**src/rtl/uart_irq_pkg.sv**
```systemverilog
package uart_irq_pkg;

    // Cause codes placed in identification bits 3:1
    localparam logic [2:0] CAUSE_LINE = 3'b011;
    localparam logic [2:0] CAUSE_RXD  = 3'b010;
    localparam logic [2:0] CAUSE_TMO  = 3'b110;
    localparam logic [2:0] CAUSE_THR  = 3'b001;
    localparam logic [2:0] CAUSE_MDM  = 3'b000;

    // Index of each edge-latched event in the event vector
    localparam int EV_LINE = 0;
    localparam int EV_RXD  = 1;
    localparam int EV_TMO  = 2;
    localparam int EV_MDM  = 3;
    localparam int EV_NUM  = 4;

    // Enable bit positions
    localparam int EN_RX   = 0;
    localparam int EN_THR  = 1;
    localparam int EN_LINE = 2;
    localparam int EN_MDM  = 3;
    localparam int EN_W    = 4;

endpackage

```
**src/rtl/uart_irq_evt.sv**
```systemverilog
module uart_irq_evt #(
    parameter int N = 4
) (
    input  logic         clk,
    input  logic         rst_n,
    input  logic [N-1:0] cond_i,
    input  logic [N-1:0] clr_i,
    output logic [N-1:0] pend_o
);
    typedef struct packed {
        logic [N-1:0] prev;
        logic [N-1:0] pend;
    } evt_state_t;

    evt_state_t st_d, st_q;
    logic [N-1:0] rise;

    // Per-event edge latch; a rise wins over a clear in the same cycle
    for (genvar i = 0; i < N; i++) begin : g_evt
        assign rise[i] = cond_i[i] & ~st_q.prev[i];
    end

    always_comb begin
        st_d      = st_q;
        st_d.prev = cond_i;
        st_d.pend = rise | (st_q.pend & ~clr_i);
    end

    always_ff @(posedge clk) begin
        if (!rst_n) begin
            st_q <= '0;
        end else begin
            st_q <= st_d;
        end
    end

    assign pend_o = st_q.pend;
endmodule

```
**src/rtl/uart_irq_thr.sv**
```systemverilog
module uart_irq_thr (
    input  logic clk,
    input  logic rst_n,
    input  logic empty_i,
    input  logic en_i,
    input  logic wr_i,
    input  logic id_rd_i,
    input  logic reported_i,
    output logic pend_o
);
    typedef struct packed {
        logic empty_prev;
        logic en_prev;
        logic pend;
    } thr_state_t;

    thr_state_t st_d, st_q;
    logic arm, clr;

    always_comb begin
        arm  = (empty_i & ~st_q.empty_prev) | (empty_i & en_i & ~st_q.en_prev);
        clr  = wr_i | (id_rd_i & reported_i);
        st_d            = st_q;
        st_d.empty_prev = empty_i;
        st_d.en_prev    = en_i;
        st_d.pend       = arm | (st_q.pend & ~clr);
    end

    always_ff @(posedge clk) begin
        if (!rst_n) begin
            st_q <= '0;
        end else begin
            st_q <= st_d;
        end
    end

    assign pend_o = st_q.pend;
endmodule

```
**src/rtl/uart_irq_prio.sv**
```systemverilog
module uart_irq_prio
    import uart_irq_pkg::*;
(
    input  logic [EV_NUM-1:0] pend_i,
    input  logic              thr_pend_i,
    input  logic [EN_W-1:0]   en_i,
    input  logic              fifo_en_i,
    output logic              irq_o,
    output logic              thr_cause_o,
    output logic [7:0]        id_o
);
    logic [2:0] cause;
    logic       any;

    always_comb begin
        any         = 1'b1;
        cause       = CAUSE_MDM;
        thr_cause_o = 1'b0;
        if (pend_i[EV_LINE] && en_i[EN_LINE]) begin
            cause = CAUSE_LINE;
        end else if (pend_i[EV_RXD] && en_i[EN_RX]) begin
            cause = CAUSE_RXD;
        end else if (pend_i[EV_TMO] && en_i[EN_RX]) begin
            cause = CAUSE_TMO;
        end else if (thr_pend_i && en_i[EN_THR]) begin
            cause       = CAUSE_THR;
            thr_cause_o = 1'b1;
        end else if (pend_i[EV_MDM] && en_i[EN_MDM]) begin
            cause = CAUSE_MDM;
        end else begin
            any = 1'b0;
        end
        irq_o = any;
        id_o  = {{2{fifo_en_i}}, 2'b00, cause, ~any};
    end
endmodule

```
**src/rtl/uart_irq_ident.sv**
```systemverilog
module uart_irq_ident
    import uart_irq_pkg::*;
(
    input  logic       clk,
    input  logic       rst_n,
    input  logic [3:0] ier_i,
    input  logic       fifo_en_i,
    input  logic       lsr_err_i,
    input  logic       rx_avail_i,
    input  logic       rx_timeout_i,
    input  logic       thr_empty_i,
    input  logic       msr_delta_i,
    input  logic       rbr_rd_i,
    input  logic       lsr_rd_i,
    input  logic       msr_rd_i,
    input  logic       iir_rd_i,
    input  logic       thr_wr_i,
    output logic       irq_o,
    output logic [7:0] iir_o
);
    logic [EV_NUM-1:0] ev_cond, ev_clr, ev_pend;
    logic thr_pend, thr_cause;

    always_comb begin
        ev_cond          = '0;
        ev_clr           = '0;
        ev_cond[EV_LINE] = lsr_err_i;
        ev_cond[EV_RXD]  = rx_avail_i;
        ev_cond[EV_TMO]  = rx_timeout_i;
        ev_cond[EV_MDM]  = msr_delta_i;
        ev_clr[EV_LINE]  = lsr_rd_i;
        ev_clr[EV_RXD]   = rbr_rd_i;
        ev_clr[EV_TMO]   = rbr_rd_i;
        ev_clr[EV_MDM]   = msr_rd_i;
    end

    uart_irq_evt #(.N(EV_NUM)) evt_i (
        .clk    (clk),
        .rst_n  (rst_n),
        .cond_i (ev_cond),
        .clr_i  (ev_clr),
        .pend_o (ev_pend)
    );

    uart_irq_thr thr_i (
        .clk        (clk),
        .rst_n      (rst_n),
        .empty_i    (thr_empty_i),
        .en_i       (ier_i[EN_THR]),
        .wr_i       (thr_wr_i),
        .id_rd_i    (iir_rd_i),
        .reported_i (thr_cause),
        .pend_o     (thr_pend)
    );

    uart_irq_prio prio_i (
        .pend_i      (ev_pend),
        .thr_pend_i  (thr_pend),
        .en_i        (ier_i),
        .fifo_en_i   (fifo_en_i),
        .irq_o       (irq_o),
        .thr_cause_o (thr_cause),
        .id_o        (iir_o)
    );
endmodule

```
**config.mk**
```make
export PLATFORM = sky130hd
export DESIGN_NAME = uart_irq_ident
export DESIGN_NICKNAME = d
export VERILOG_FILES = /design/src/rtl/uart_irq_pkg.sv /design/src/rtl/uart_irq_evt.sv /design/src/rtl/uart_irq_thr.sv /design/src/rtl/uart_irq_prio.sv /design/src/rtl/uart_irq_ident.sv
export SDC_FILE = /design/constraint.sdc
export NUM_CORES = 1
export LEC_CHECK = 0
export BUFFER_PORTS_ARGS = -buffer_cell sky130_fd_sc_hd__clkbuf_2
export CAP_MARGIN = 30
export CORE_AREA = 2 2 39 41
export CTS_CLUSTER_DIAMETER = 100
export CTS_CLUSTER_SIZE = 10
export DETAILED_ROUTE_END_ITERATION = 6
export DIE_AREA = 0 0 41 43
export PLACE_DENSITY = 0.78
export SYNTH_ARGS = -nofsm -noshare
export SYNTH_HDL_FRONTEND = slang
export SYNTH_HIERARCHICAL = 1
export SYNTH_SLANG_ARGS = --single-unit
```
**constraint.sdc**
```tcl
create_clock -name clk -period 2.49 [get_ports clk]
set_clock_uncertainty 0.05 [all_clocks]
set_input_delay 0.498 -clock clk [delete_from_list [all_inputs] [get_ports clk]]
set_output_delay 0.498 -clock clk [all_outputs]
set_load 0.05 [all_outputs]
```
==> impl_metrics.xml <==
<?xml version="1.0" encoding="UTF-8"?>
<metrics>
  <group name="global_routing">
    <metric name="globalRouteOverflowTotal" unit="">0</metric>
    <metric name="grt_use_total" unit="">0.09990</metric>
    <metric name="via_count_of_the_first_global_routing_pass" unit="">313</metric>
    <metric name="grt_pass1_wl" unit="um">1173</metric>
    <metric name="grt_start_max_net_pins" unit="">12</metric>
    <metric name="antenna_found_initial" unit="">0</metric>
  </group>
  <group name="yosys">
    <metric name="yosys.area.top_type" unit="">dfxtp_1</metric>
    <metric name="netlist_top_cells_area" unit="">dfxtp_1 43%, buf_4 12%, nand2b_1 9.7%</metric>
    <metric name="synth_async_sr_flop_share" unit="">0</metric>
    <metric name="yosys_register_bits" unit="">11</metric>
    <metric name="edff_count_synth" unit="">0</metric>
    <metric name="yosysMostFrequentCell" unit="">dfxtp_1</metric>
    <metric name="syn_inst" unit="">54</metric>
    <metric name="synth_cell_types" unit="">18</metric>
    <metric name="synth_top_flop_cell" unit="">dfxtp_1</metric>
    <metric name="yosys-top-cells-count" unit="">11 x dfxtp_1, 8 x buf_4, 8 x nand2b_1, 5 x and2_2, 5 x nand2_1</metric>
    <metric name="post_synthesis_instance_area" unit="um^2">518.0</metric>
    <metric name="netlist.area_leader.share" unit="">0.4251</metric>
    <metric name="syn_area_per_cell" unit="um^2">9.593</metric>
    <metric name="ys.warnings.count" unit="">6</metric>
    <metric name="post_synthesis_sequential_area_ratio" unit="">0.4251</metric>
  </group>
  <group name="drt">
    <metric name="routed_wl" unit="um">747</metric>
    <metric name="routedLengthMet1" unit="um">371</metric>
    <metric name="route.detailed.wl_per_inst" unit="um">8.586</metric>
    <metric name="met3_length" unit="um">69</metric>
    <metric name="drtIter0Drc" unit="">5</metric>
    <metric name="viasPerCell" unit="">4.253</metric>
    <metric name="drt-pass1-iter-count" unit="">3</metric>
    <metric name="maxUsedRoutingLayer" unit="">met3</metric>
    <metric name="detail-route-antenna-nets" unit="">0</metric>
    <metric name="drc_errors" unit="">0</metric>
    <metric name="met2_length" unit="um">306</metric>
    <metric name="vias" unit="">370</metric>
  </group>
  <group name="power_and_ir_drop">
    <metric name="leakagePower" unit="uW">0.0002885</metric>
    <metric name="power.density" unit="mW/mm^2">645.1</metric>
    <metric name="power.ir.vdd_worst" unit="mV">0.3685</metric>
  </group>
  <group name="layout">
    <metric name="finalNetCount" unit="">89</metric>
    <metric name="cell_count_final_fillers_out" unit="">87</metric>
    <metric name="final.fill_count" unit="">149</metric>
    <metric name="areaGrowthSynthToFinish" unit="%">17.39</metric>
    <metric name="drive_gt1_frac" unit="">0.4648</metric>
    <metric name="diodes" unit="">0</metric>
  </group>
  <group name="die">
    <metric name="dieWidth" unit="um">41</metric>
    <metric name="floorplan.initialDensity" unit="">0.3743</metric>
    <metric name="fp.dieH" unit="um">43</metric>
    <metric name="top_level_ports" unit="">26</metric>
    <metric name="design.die.area" unit="mm^2">0.001763</metric>
    <metric name="core-area" unit="mm^2">0.001384</metric>
    <metric name="core.rowCount" unit="">14</metric>
  </group>
  <group name="min_path">
    <metric name="hold_class" unit="">input pin to flip-flop</metric>
    <metric name="hold_path_startpoint" unit="">thr_wr_i</metric>
  </group>
  <group name="setup_path">
    <metric name="req_time_crit_path" unit="ns">1.94</metric>
    <metric name="ff_to_ff_setup_slack" unit="ns">1.43</metric>
    <metric name="crit_path_end_kind" unit="">output pin</metric>
    <metric name="reg2reg_from" unit="">evt_i/pend_o[2]</metric>
    <metric name="critPathSlowestCell" unit="">dfxtp_1</metric>
    <metric name="worstSetupStartpoint" unit="">evt_i/pend_o[2]</metric>
    <metric name="ff2ff_path_depth" unit="">5</metric>
    <metric name="worstSetupStartpointType" unit="">flip-flop</metric>
    <metric name="worstPathArrival" unit="ns">1.23</metric>
    <metric name="r2r_end" unit="">thr_i/pend_o</metric>
    <metric name="setup.worst_path.end" unit="">iir_o[0]</metric>
    <metric name="cp_cell_sequence" unit="">o21ai_2, and4_1, clkbuf_2</metric>
    <metric name="path_class" unit="">flip-flop to output pin</metric>
    <metric name="critPathMaxFanout" unit="">4</metric>
    <metric name="max_stage_delay" unit="ns">0.34</metric>
  </group>
  <group name="clock_tree">
    <metric name="tritoncts_num_sinks" unit="">11</metric>
    <metric name="clk_pin_slew" unit="ns">0.06</metric>
    <metric name="clk_path_buf_depth" unit="">2</metric>
    <metric name="cts_hold_buffers" unit="">0</metric>
    <metric name="clk-insertion-delay-late" unit="ns">0.25</metric>
    <metric name="postCtsSetupBuffers" unit="">0</metric>
    <metric name="cts_htree_levels" unit="">1</metric>
    <metric name="cts.repair.resized" unit="">0</metric>
    <metric name="clockRootBuffer" unit="">clkbuf_4</metric>
    <metric name="cts_tree" unit="">yes</metric>
    <metric name="cts-buffers-inserted" unit="">3</metric>
  </group>
  <group name="place">
    <metric name="placed_cells" unit="">83</metric>
    <metric name="dpl.hpwl" unit="um">623.8</metric>
    <metric name="buffer_ports.inserted" unit="">20</metric>
    <metric name="gp_routability_congestion" unit="">0.5999</metric>
  </group>
  <group name="sta">
    <metric name="period_needed" unit="ns">1.778</metric>
    <metric name="timing_hold_violations_final" unit="">0</metric>
    <metric name="timing.setup.tns" unit="ns">0</metric>
    <metric name="fmax" unit="MHz">562.5</metric>
    <metric name="slew_viol_final" unit="">0</metric>
    <metric name="grt_setup_unrepaired" unit="">false</metric>
    <metric name="final.period_utilization" unit="">0.7140</metric>
    <metric name="setup_viol" unit="">0</metric>
  </group>
  <group name="job">
    <metric name="cap_violations" unit="">0</metric>
  </group>
  <group name="status">
    <metric name="status" unit="">completed</metric>
  </group>
</metrics>
report_power, final:
group	leakage (uW)	switching [uW]	internal (uW)
Clock	0.0000150	52.4	61.8
Combinational	0.000182	55.5	30.8
Sequential	0.0000916	4.98	187
Total	0.000289	113	279
sequential cells by signal, indices dropped and copies added, names as in the netlist:
| name | count |
|---|---|
| evt_i/st_q | 4 |
| evt_i/pend_o | 4 |
| thr_i/st_q | 2 |
| thr_i/pend_o | 1 |
through the flow:
| step | hold slack (ns) | setup slack [ns] | area (um^2) | total power (uW) | utilization |
|---|---|---|---|---|---|
| finish | 0.3637 | 0.7121 | 608.1 | 392.3 | 0.4394 |
| global route | 0.3532 | 0.6322 | 608.1 | 416.5 | 0.4394 |
| CTS | 0.3575 | 0.6934 | 608.1 | 399.7 | 0.4394 |
| detailed placement | 0.4153 | 0.7220 | 581.8 | 283.1 | 0.4204 |
| global placement | 0.4043 | 0.7400 | 581.8 | 281.8 | 0.4204 |
| floorplan | 0.3944 | 0.6024 | 521.8 | 274.0 | - |
layer usage:
metal | track usage | vias up
met5 | 0 | -
met4 | 0.06000 | 0
met3 | 0.03665 | 0
met2 | 0.1406 | 16
met1 | 0.1242 | 150
li1 | - | 204
cells in the final DEF (no fill, tap or decap):
master | Yosys | layout
clkbuf_2 | 0 | 20
dfxtp_1 | 11 | 11
nand2b_1 | 8 | 8
and2_2 | 5 | 5
nand2_1 | 5 | 5
a21boi_1 | 4 | 4
clkbuf_4 | 0 | 3
o21ai_1 | 2 | 2
conb_1 | 1 | 2
clkbuf_1 | 0 | 1
o21ai_2 | 1 | 1
nand4_1 | 1 | 1
and4_1 | 1 | 1
o21a_1 | 1 | 1
and4b_2 | 1 | 1
nor3b_2 | 1 | 1
and2_4 | 1 | 1
inv_1 | 1 | 1
nand3_1 | 1 | 1
o2bb2ai_2 | 1 | 1
critical path: cells and delay by family (launching register included):
| family | cells | cell delay (ns) |
|---|---|---|
| compound gates | 1 | 0.17 |
| flops | 1 | 0.34 |
| buf+inv | 1 | 0.27 |
| simple gates | 1 | 0.19 |
final cells by class:
| cell class | count | area, um^2 | area share |
|---|---|---|---|
| Multi-Input combinational cell | 35 | 237.7 | 0.3909 |
| Tap cell | 16 | 20.02 | 0.03292 |
| Clock buffer | 4 | 26.28 | 0.04321 |
| Sequential cell | 11 | 220.2 | 0.3621 |
| Timing Repair Buffer | 20 | 100.1 | 0.1646 |
| Inverter | 1 | 3.754 | 0.006173 |
how the worst min path moves through the flow:
stage | cells after the start | end
final | 2 | thr_i/pend_o
after global routing | 2 | thr_i/pend_o
after CTS | 2 | thr_i/pend_o
after detailed placement | 2 | evt_i/pend_o[3]
after global placement | 2 | evt_i/pend_o[3]
after floorplan | 2 | evt_i/pend_o[0]
kinds of logic (layout without fill, tap and decap cells):
group	count (synthesis)	count (layout)	share of synthesized area
other cells	1	2	0.007239
simple gates	24	24	0.3068
flops	11	11	0.4251
compound gates	9	9	0.1377
buf+inv	9	25	0.1232
Note: power is estimated with default switching activity, not from simulation.
